$ cat src/rtl/rstc_pkg.sv
package rstc_pkg;

    localparam int unsigned CAUSE_W = 8;

    // Cause byte bit positions (software decodes these)
    localparam int unsigned BIT_PWR = 7;
    localparam int unsigned BIT_PIN = 6;
    localparam int unsigned BIT_WDT = 5;
    localparam int unsigned BIT_ILL = 4;
    localparam int unsigned BIT_CLK = 2;
    localparam int unsigned BIT_LV  = 1;

    localparam logic [CAUSE_W-1:0] RSVD_MASK = 8'h09;

    typedef struct packed {
        logic pin;
        logic wdt;
        logic ill;
        logic clk;
        logic lv;
    } rst_req_t;

    function automatic logic [CAUSE_W-1:0] pwrup_cause();
        logic [CAUSE_W-1:0] c;
        c = '0;
        c[BIT_PWR] = 1'b1;
        c[BIT_LV]  = 1'b1;
        return c;
    endfunction

    function automatic logic [CAUSE_W-1:0] pack_cause(rst_req_t r, logic dbg);
        logic [CAUSE_W-1:0] c;
        c = '0;
        if (!dbg) begin
            c[BIT_PIN] = r.pin;
            c[BIT_WDT] = r.wdt;
            c[BIT_ILL] = r.ill;
            c[BIT_CLK] = r.clk;
            c[BIT_LV]  = r.lv;
        end
        return c;
    endfunction

endpackage

$ cat src/rtl/rstc_sync.sv
module rstc_sync #(
    parameter int unsigned STAGES  = 2,
    parameter logic        RST_VAL = 1'b1
) (
    input  logic clk,
    input  logic arst_n,
    input  logic din,
    output logic dout
);

    typedef struct packed {
        logic [STAGES-1:0] sh;
    } sync_st_t;

    sync_st_t st_d, st_q;

    always_comb begin
        st_d = st_q;
        st_d.sh[0] = din;
        for (int i = 1; i < STAGES; i++) begin
            st_d.sh[i] = st_q.sh[i-1];
        end
    end

    always_ff @(posedge clk or negedge arst_n) begin
        if (!arst_n) begin
            st_q.sh <= {STAGES{RST_VAL}};
        end else begin
            st_q <= st_d;
        end
    end

    assign dout = st_q.sh[STAGES-1];

endmodule

$ cat src/rtl/rstc_qual.sv
module rstc_qual
    import rstc_pkg::*;
(
    input  logic     pin_n_sync,
    input  logic     wdog_expire,
    input  logic     wdog_en,
    input  logic     illop_req,
    input  logic     clkmod_fault,
    input  logic     lv_trip,
    input  logic     lv_det_en,
    input  logic     lv_rst_en,
    input  logic     lv_stop_en,
    input  logic     stop_mode,
    input  logic     dbg_force,
    output rst_req_t req,
    output logic     dbg_req,
    output logic     any_req
);

    logic lv_armed;

    always_comb begin
        // low-supply detection is switched off in stop unless kept alive
        lv_armed = lv_det_en && lv_rst_en && (!stop_mode || lv_stop_en);

        req.pin = !pin_n_sync;
        req.wdt = wdog_expire && wdog_en;
        req.ill = illop_req;
        req.clk = clkmod_fault;
        req.lv  = lv_trip && lv_armed;

        dbg_req = dbg_force;
        any_req = (|req) || dbg_req;
    end

endmodule

$ cat src/rtl/rstc_hold.sv
module rstc_hold #(
    parameter int unsigned HOLD_CYC = 16
) (
    input  logic clk,
    input  logic arst_n,
    input  logic trig,
    output logic sys_rst,
    output logic cap_en
);

    localparam int unsigned CNT_W = $clog2(HOLD_CYC + 1);
    localparam logic [CNT_W-1:0] CNT_LOAD = CNT_W'(HOLD_CYC);

    typedef struct packed {
        logic [CNT_W-1:0] cnt;
        logic             rst;
    } hold_st_t;

    hold_st_t st_d, st_q;

    always_comb begin
        st_d = st_q;
        if (trig) begin
            st_d.cnt = CNT_LOAD;
            st_d.rst = 1'b1;
        end else if (st_q.cnt != '0) begin
            st_d.cnt = st_q.cnt - 1'b1;
            st_d.rst = 1'b1;
        end else begin
            st_d.rst = 1'b0;
        end
    end

    always_ff @(posedge clk or negedge arst_n) begin
        if (!arst_n) begin
            st_q.cnt <= CNT_LOAD;
            st_q.rst <= 1'b1;
        end else begin
            st_q <= st_d;
        end
    end

    assign sys_rst = st_q.rst;
    assign cap_en  = trig && !st_q.rst;

    AST_HOLD_RELOAD: assert property (@(posedge clk) disable iff (!arst_n)
        trig |=> (sys_rst && st_q.cnt == CNT_LOAD));

endmodule

$ cat src/rtl/rstc_stat.sv
module rstc_stat
    import rstc_pkg::*;
#(
    parameter int unsigned           ADDR_W    = 8,
    parameter logic [ADDR_W-1:0]     STAT_ADDR = ADDR_W'('h18)
) (
    input  logic                clk,
    input  logic                arst_n,
    input  logic                cap_en,
    input  rst_req_t            req,
    input  logic                dbg_req,
    input  logic [ADDR_W-1:0]   bus_addr,
    input  logic                bus_wr,
    output logic [CAUSE_W-1:0]  rd_data,
    output logic [CAUSE_W-1:0]  cause_o,
    output logic                wdog_clr
);

    typedef struct packed {
        logic [CAUSE_W-1:0] cause;
        logic               wclr;
    } stat_st_t;

    stat_st_t st_d, st_q;
    logic     hit;

    always_comb begin
        hit  = (bus_addr == STAT_ADDR);
        st_d = st_q;
        if (cap_en) begin
            st_d.cause = pack_cause(req, dbg_req);
        end
        // write data is discarded: the byte is read-only
        st_d.wclr = bus_wr && hit;
    end

    always_ff @(posedge clk or negedge arst_n) begin
        if (!arst_n) begin
            st_q.cause <= pwrup_cause();
            st_q.wclr  <= 1'b0;
        end else begin
            st_q <= st_d;
        end
    end

    assign rd_data  = hit ? st_q.cause : '0;
    assign cause_o  = st_q.cause;
    assign wdog_clr = st_q.wclr;

    AST_WCLR_AFTER_WR: assert property (@(posedge clk) disable iff (!arst_n)
        (bus_wr && bus_addr == STAT_ADDR) |=> wdog_clr);
    AST_CAUSE_HELD: assert property (@(posedge clk) disable iff (!arst_n)
        !cap_en |=> $stable(cause_o));

endmodule

$ cat src/rtl/rstc_top.sv
module rstc_top
    import rstc_pkg::*;
#(
    parameter int unsigned       ADDR_W      = 8,
    parameter logic [ADDR_W-1:0] STAT_ADDR   = ADDR_W'('h18),
    parameter int unsigned       HOLD_CYC    = 16,
    parameter int unsigned       SYNC_STAGES = 2
) (
    input  logic              clk,
    input  logic              por_n,
    input  logic              ext_rst_n,
    input  logic              wdog_expire,
    input  logic              wdog_en,
    input  logic              illop_req,
    input  logic              clkmod_fault,
    input  logic              lv_trip,
    input  logic              lv_det_en,
    input  logic              lv_rst_en,
    input  logic              lv_stop_en,
    input  logic              stop_mode,
    input  logic              dbg_force,
    input  logic [ADDR_W-1:0] bus_addr,
    input  logic              bus_wr,
    output logic [7:0]        rd_data,
    output logic              wdog_clr,
    output logic              sys_rst
);

    logic               pin_n_sync;
    rst_req_t           req;
    logic               dbg_req;
    logic               any_req;
    logic               cap_en;
    logic [CAUSE_W-1:0] cause;

    rstc_sync #(
        .STAGES  (SYNC_STAGES),
        .RST_VAL (1'b1)
    ) u_pin_sync (
        .clk    (clk),
        .arst_n (por_n),
        .din    (ext_rst_n),
        .dout   (pin_n_sync)
    );

    rstc_qual u_qual (
        .pin_n_sync   (pin_n_sync),
        .wdog_expire  (wdog_expire),
        .wdog_en      (wdog_en),
        .illop_req    (illop_req),
        .clkmod_fault (clkmod_fault),
        .lv_trip      (lv_trip),
        .lv_det_en    (lv_det_en),
        .lv_rst_en    (lv_rst_en),
        .lv_stop_en   (lv_stop_en),
        .stop_mode    (stop_mode),
        .dbg_force    (dbg_force),
        .req          (req),
        .dbg_req      (dbg_req),
        .any_req      (any_req)
    );

    rstc_hold #(
        .HOLD_CYC (HOLD_CYC)
    ) u_hold (
        .clk     (clk),
        .arst_n  (por_n),
        .trig    (any_req),
        .sys_rst (sys_rst),
        .cap_en  (cap_en)
    );

    rstc_stat #(
        .ADDR_W    (ADDR_W),
        .STAT_ADDR (STAT_ADDR)
    ) u_stat (
        .clk      (clk),
        .arst_n   (por_n),
        .cap_en   (cap_en),
        .req      (req),
        .dbg_req  (dbg_req),
        .bus_addr (bus_addr),
        .bus_wr   (bus_wr),
        .rd_data  (rd_data),
        .cause_o  (cause),
        .wdog_clr (wdog_clr)
    );

    AST_REQ_RAISES_RST: assert property (@(posedge clk) disable iff (!por_n)
        any_req |=> sys_rst);
    AST_DBG_CLEARS: assert property (@(posedge clk) disable iff (!por_n)
        (!sys_rst && dbg_force) |=> (cause == '0));
    AST_RSVD_ZERO: assert property (@(posedge clk) disable iff (!por_n)
        (rd_data & RSVD_MASK) == '0);

endmodule

$ cat config.mk
export PLATFORM = sky130hd
export DESIGN_NAME = rstc_top
export DESIGN_NICKNAME = d
export VERILOG_FILES = /design/src/rtl/rstc_pkg.sv /design/src/rtl/rstc_sync.sv /design/src/rtl/rstc_qual.sv /design/src/rtl/rstc_hold.sv /design/src/rtl/rstc_stat.sv /design/src/rtl/rstc_top.sv
export SDC_FILE = /design/constraint.sdc
export NUM_CORES = 1
export LEC_CHECK = 0
export ABC_CLOCK_PERIOD_IN_PS = 2900
export BUFFER_PORTS_ARGS = -buffer_cell sky130_fd_sc_hd__clkbuf_2
export CAP_MARGIN = 40
export CORE_UTILIZATION = 49
export DETAILED_ROUTE_END_ITERATION = 8
export PLACE_DENSITY = 0.81
export SYNTH_ARGS = -nofsm -noshare
export SYNTH_HDL_FRONTEND = slang
export SYNTH_SLANG_ARGS = --single-unit
$ cat constraint.sdc
create_clock -name clk -period 2.9 [get_ports clk]
set_clock_uncertainty 0.2 [all_clocks]
set_input_delay 0.58 -clock clk [delete_from_list [all_inputs] [get_ports clk]]
set_output_delay 0.58 -clock clk [all_outputs]
set_load 0.05 [all_outputs]
==> summary.txt <==
Outcome
  – Status: completed

Die
  – Cell Rows: 13
  – Die ar.: 0.00173 mm²
  – Die width: 41.6 µm
  – IO Pins: 32
  – Starting Density: 55.5%
  – Core Footprint: 0.00138 mm²
  – DIE HEIGHT: 41.6 µm

Finish
  – Most frequent cells in the layout: clkbuf_2 (29), dfrtp_1 (9), inv_1 (7), and2_1 (7)
  – Post-route cell area: 932 µm²
  – Most common library cell in the layout ignoring fill and taps: clkbuf_2
  – Layout Nets: 131
  – Sequential cell area: 383 µm²
  – Multi-input gate area: 333 µm²
  – Fraction of layout cells with a size suffix above 1: 37.4%
  – Fillers: 104
  – # diodes: 0
  – Area growth from synthesis to final layout: 21.5%

Place
  – I/O Buffers: 29
  – DP Area: 906 µm²
  – Post-DP HPWL: 1080 µm
  – GPL Wtd Cong: 0.841

Worst setup path
  – CP startpoint kind: primary input
  – R2R depth: 5
  – Worst setup path end: rd_data[4]
  – Crit path max fanout: 7
  – CP Capture Type: output pin
  – Data arrival time of the critical path: 1730 ps
  – R2r endpoint: u_hold.st_q[1]$_DFFE_PN0P_
  – R2r startpoint: u_hold.st_q[1]$_DFFE_PN0P_
  – Worst reg-to-reg setup slack: 1040 ps
  – Req. time, crit path: 2120 ps
  – Type of the worst setup path: in -> out
  – Crit path launch: bus_addr[1]

Synthesis
  – Async S/R FF share, synth: 100%
  – Yosys warning total: 0
  – Synthesized area: 767 µm²
  – Share of the yosys chip area belonging to registers: 49.9%
  – Cells after Synth: 78
  – Top FF cell, synth: dfrtp_1
  – Mean Syn Cell Area: 9.83 µm²
  – Post-synth EDFFs: 0
  – Yosys reg bits: 15
  – Synth unique cells: 32

Worst hold path
  – HP Class: in -> async

Routing
  – Drt first pass iters: 4
  – Final WL: 1370 µm
  – Starting DRT DRC Count: 11
  – Via density per instance: 5.29
  – Post-route antenna net violation count: 0
  – Drt wl/cell: 11.2 µm
  – Drt drc: 0
  – Routed vias: 645

GRT
  – Met3 usage: 4.35%
  – M2 GR Usage: 29.1%
  – First-pass GRT wire length: 2500 µm
  – GRT Util Overall: 18.5%
  – Busiest grt layer: met2
  – Met1 global-route usage: 25.5%
  – Overflow left after global routing: 0
  – Antenna violations before repair: 0
  – Largest net degree at the start of global routing: 16
  – Vias in the first global route: 612

Power
  – Comb power frac: 13.8%
  – Leakage: 0.000486 µW
  – Sequential power share: 58.2%
  – Internal power: 307 µW
  – Switching power: 102 µW
  – Cell Pwr Density: 439 mW/mm²
  – Clock power frac: 28.0%
  – Net switching fraction of the power: 25.0%
  – Total Power Consumption: 409 µW
  – Maximum vdd drop: 365 µV

CTS
  – H-tree Lvls: 1
  – CTS max path bufs: 2
  – Clock root buffer master: clkbuf_4
  – CTS sink count: 15
  – Clock Latency Late Sink: 270 ps
  – CTS tree: done
  – TritonCTS buffer count: 3
  – Cts repair resizes: 0
  – Post-CTS setup buffers: 0
  – # hold bufs at CTS: 0
  – Clock Pin Slew Worst Setup and Hold Paths: 80 ps

STA
  – Hold slack: 1.53 ps
  – Rel. slew slack: 45.4%
  – Min cycle time layout: 2510 ps
  – Setup_tns: 0 ps
  – # setup viols final: 0
  – Final hold viol count: 0
  – Slew @ Worst Pin: 815 ps
  – Final slew viol count: 0
  – Final period utilization: 86.6%
  – Unrepaired setup endpoints after global routing: no
  – Max Freq: 398 MHz

Run
  – MaxCap Viol Count: 0
## cell usage after synthesis (2+ instances only)
cell type | number | area (µm²)
nand3b_1 | 3 | 22.5
buf_2 | 2 | 10.0
nand2b_1 | 2 | 12.5
a21oi_1 | 3 | 15.0
buf_4 | 2 | 15.0
o21ai_0 | 3 | 15.0
inv_1 | 7 | 26.3
nand2_1 | 4 | 15.0
dfstp_2 | 6 | 158
nor2_1 | 6 | 22.5
and2_1 | 7 | 43.8
o211ai_1 | 3 | 22.5
nor3_1 | 2 | 10.0
nand3_1 | 2 | 10.0
dfrtp_1 | 9 | 225
## state kept, by name, indices dropped and copies added, names as in the netlist
register / count
u_stat.wdog_clr: 1
u_hold.st_q: 5
u_hold.sys_rst: 1
u_stat.cause_o: 6
u_pin_sync.st_q: 2
## cells by family (layout without fill, tap and decap cells)
group | after synthesis | in the layout | synth area share [%]
adders and majority gates | 1 | 1 | 1.63
other | 1 | 2 | 0.489
xor gates and xnor gates | 1 | 1 | 1.14
AOI/OAI and AO/OA | 14 | 14 | 12.6
buffers and inverters | 12 | 40 | 7.18
and+or+nand+nor | 34 | 34 | 27.1
DFF | 15 | 15 | 49.9
## worst max-delay path, cell delays in order
cell	delay, ps
clkbuf_2	80
nor4b_1	300
and4b_1	350
and2_1	150
clkbuf_2	270
## routing by layer
metal  vias up  wire [µm]
met4         0          9
met2        22        657
li1        318          -
met1       303        629
met3         2         75
met5         -          0
## through the flow
| stage | cells | setup slack [ps] | utilization [%] |
|---|---|---|---|
| 4_1_cts | 122 | 357 | 67.4 |
| 3_3_place_gp | 118 | 443 | 65.5 |
| 5_1_grt | 122 | 198 | 67.4 |
| 3_5_place_dp | 118 | 357 | 65.5 |
| 2_1_floorplan | 79 | 580 | - |
| 6_report | 122 | 389 | 67.4 |
## power groups by stage
stage                     logic [µW]  registers, µW  clock network, µW
final                           56.5            238                114
after detailed placement        57.0            242                  0
after global placement          55.1            241                  0
after floorplan                 35.9            239                  0
after global routing            65.0            241                129
after CTS                       57.5            238                118
## final cells by class
class	instances	area share [%]
timing repair buffer	29	15.6
sequential	15	41.1
tap	15	2.01
multi-input combinational	52	35.7
clock buffer	4	2.82
inverter	7	2.82
## worst min path at each step
stage | depth (start not counted) | to | slack, ps
finish | 1 | u_hold.st_q[1]$_DFFE_PN0P_ | 2
global placement | 0 | u_pin_sync.st_q[1]$_DFF_PN1_ | 150
detailed placement | 0 | u_pin_sync.st_q[1]$_DFF_PN1_ | 150
CTS | 1 | u_stat.cause_o[4]$_DFFE_PN0P_ | 7
floorplan | 0 | u_hold.st_q[1]$_DFFE_PN0P_ | 80
global route | 1 | u_hold.st_q[1]$_DFFE_PN0P_ | 10
No activity file was read; power rests on OpenSTA's default activity.
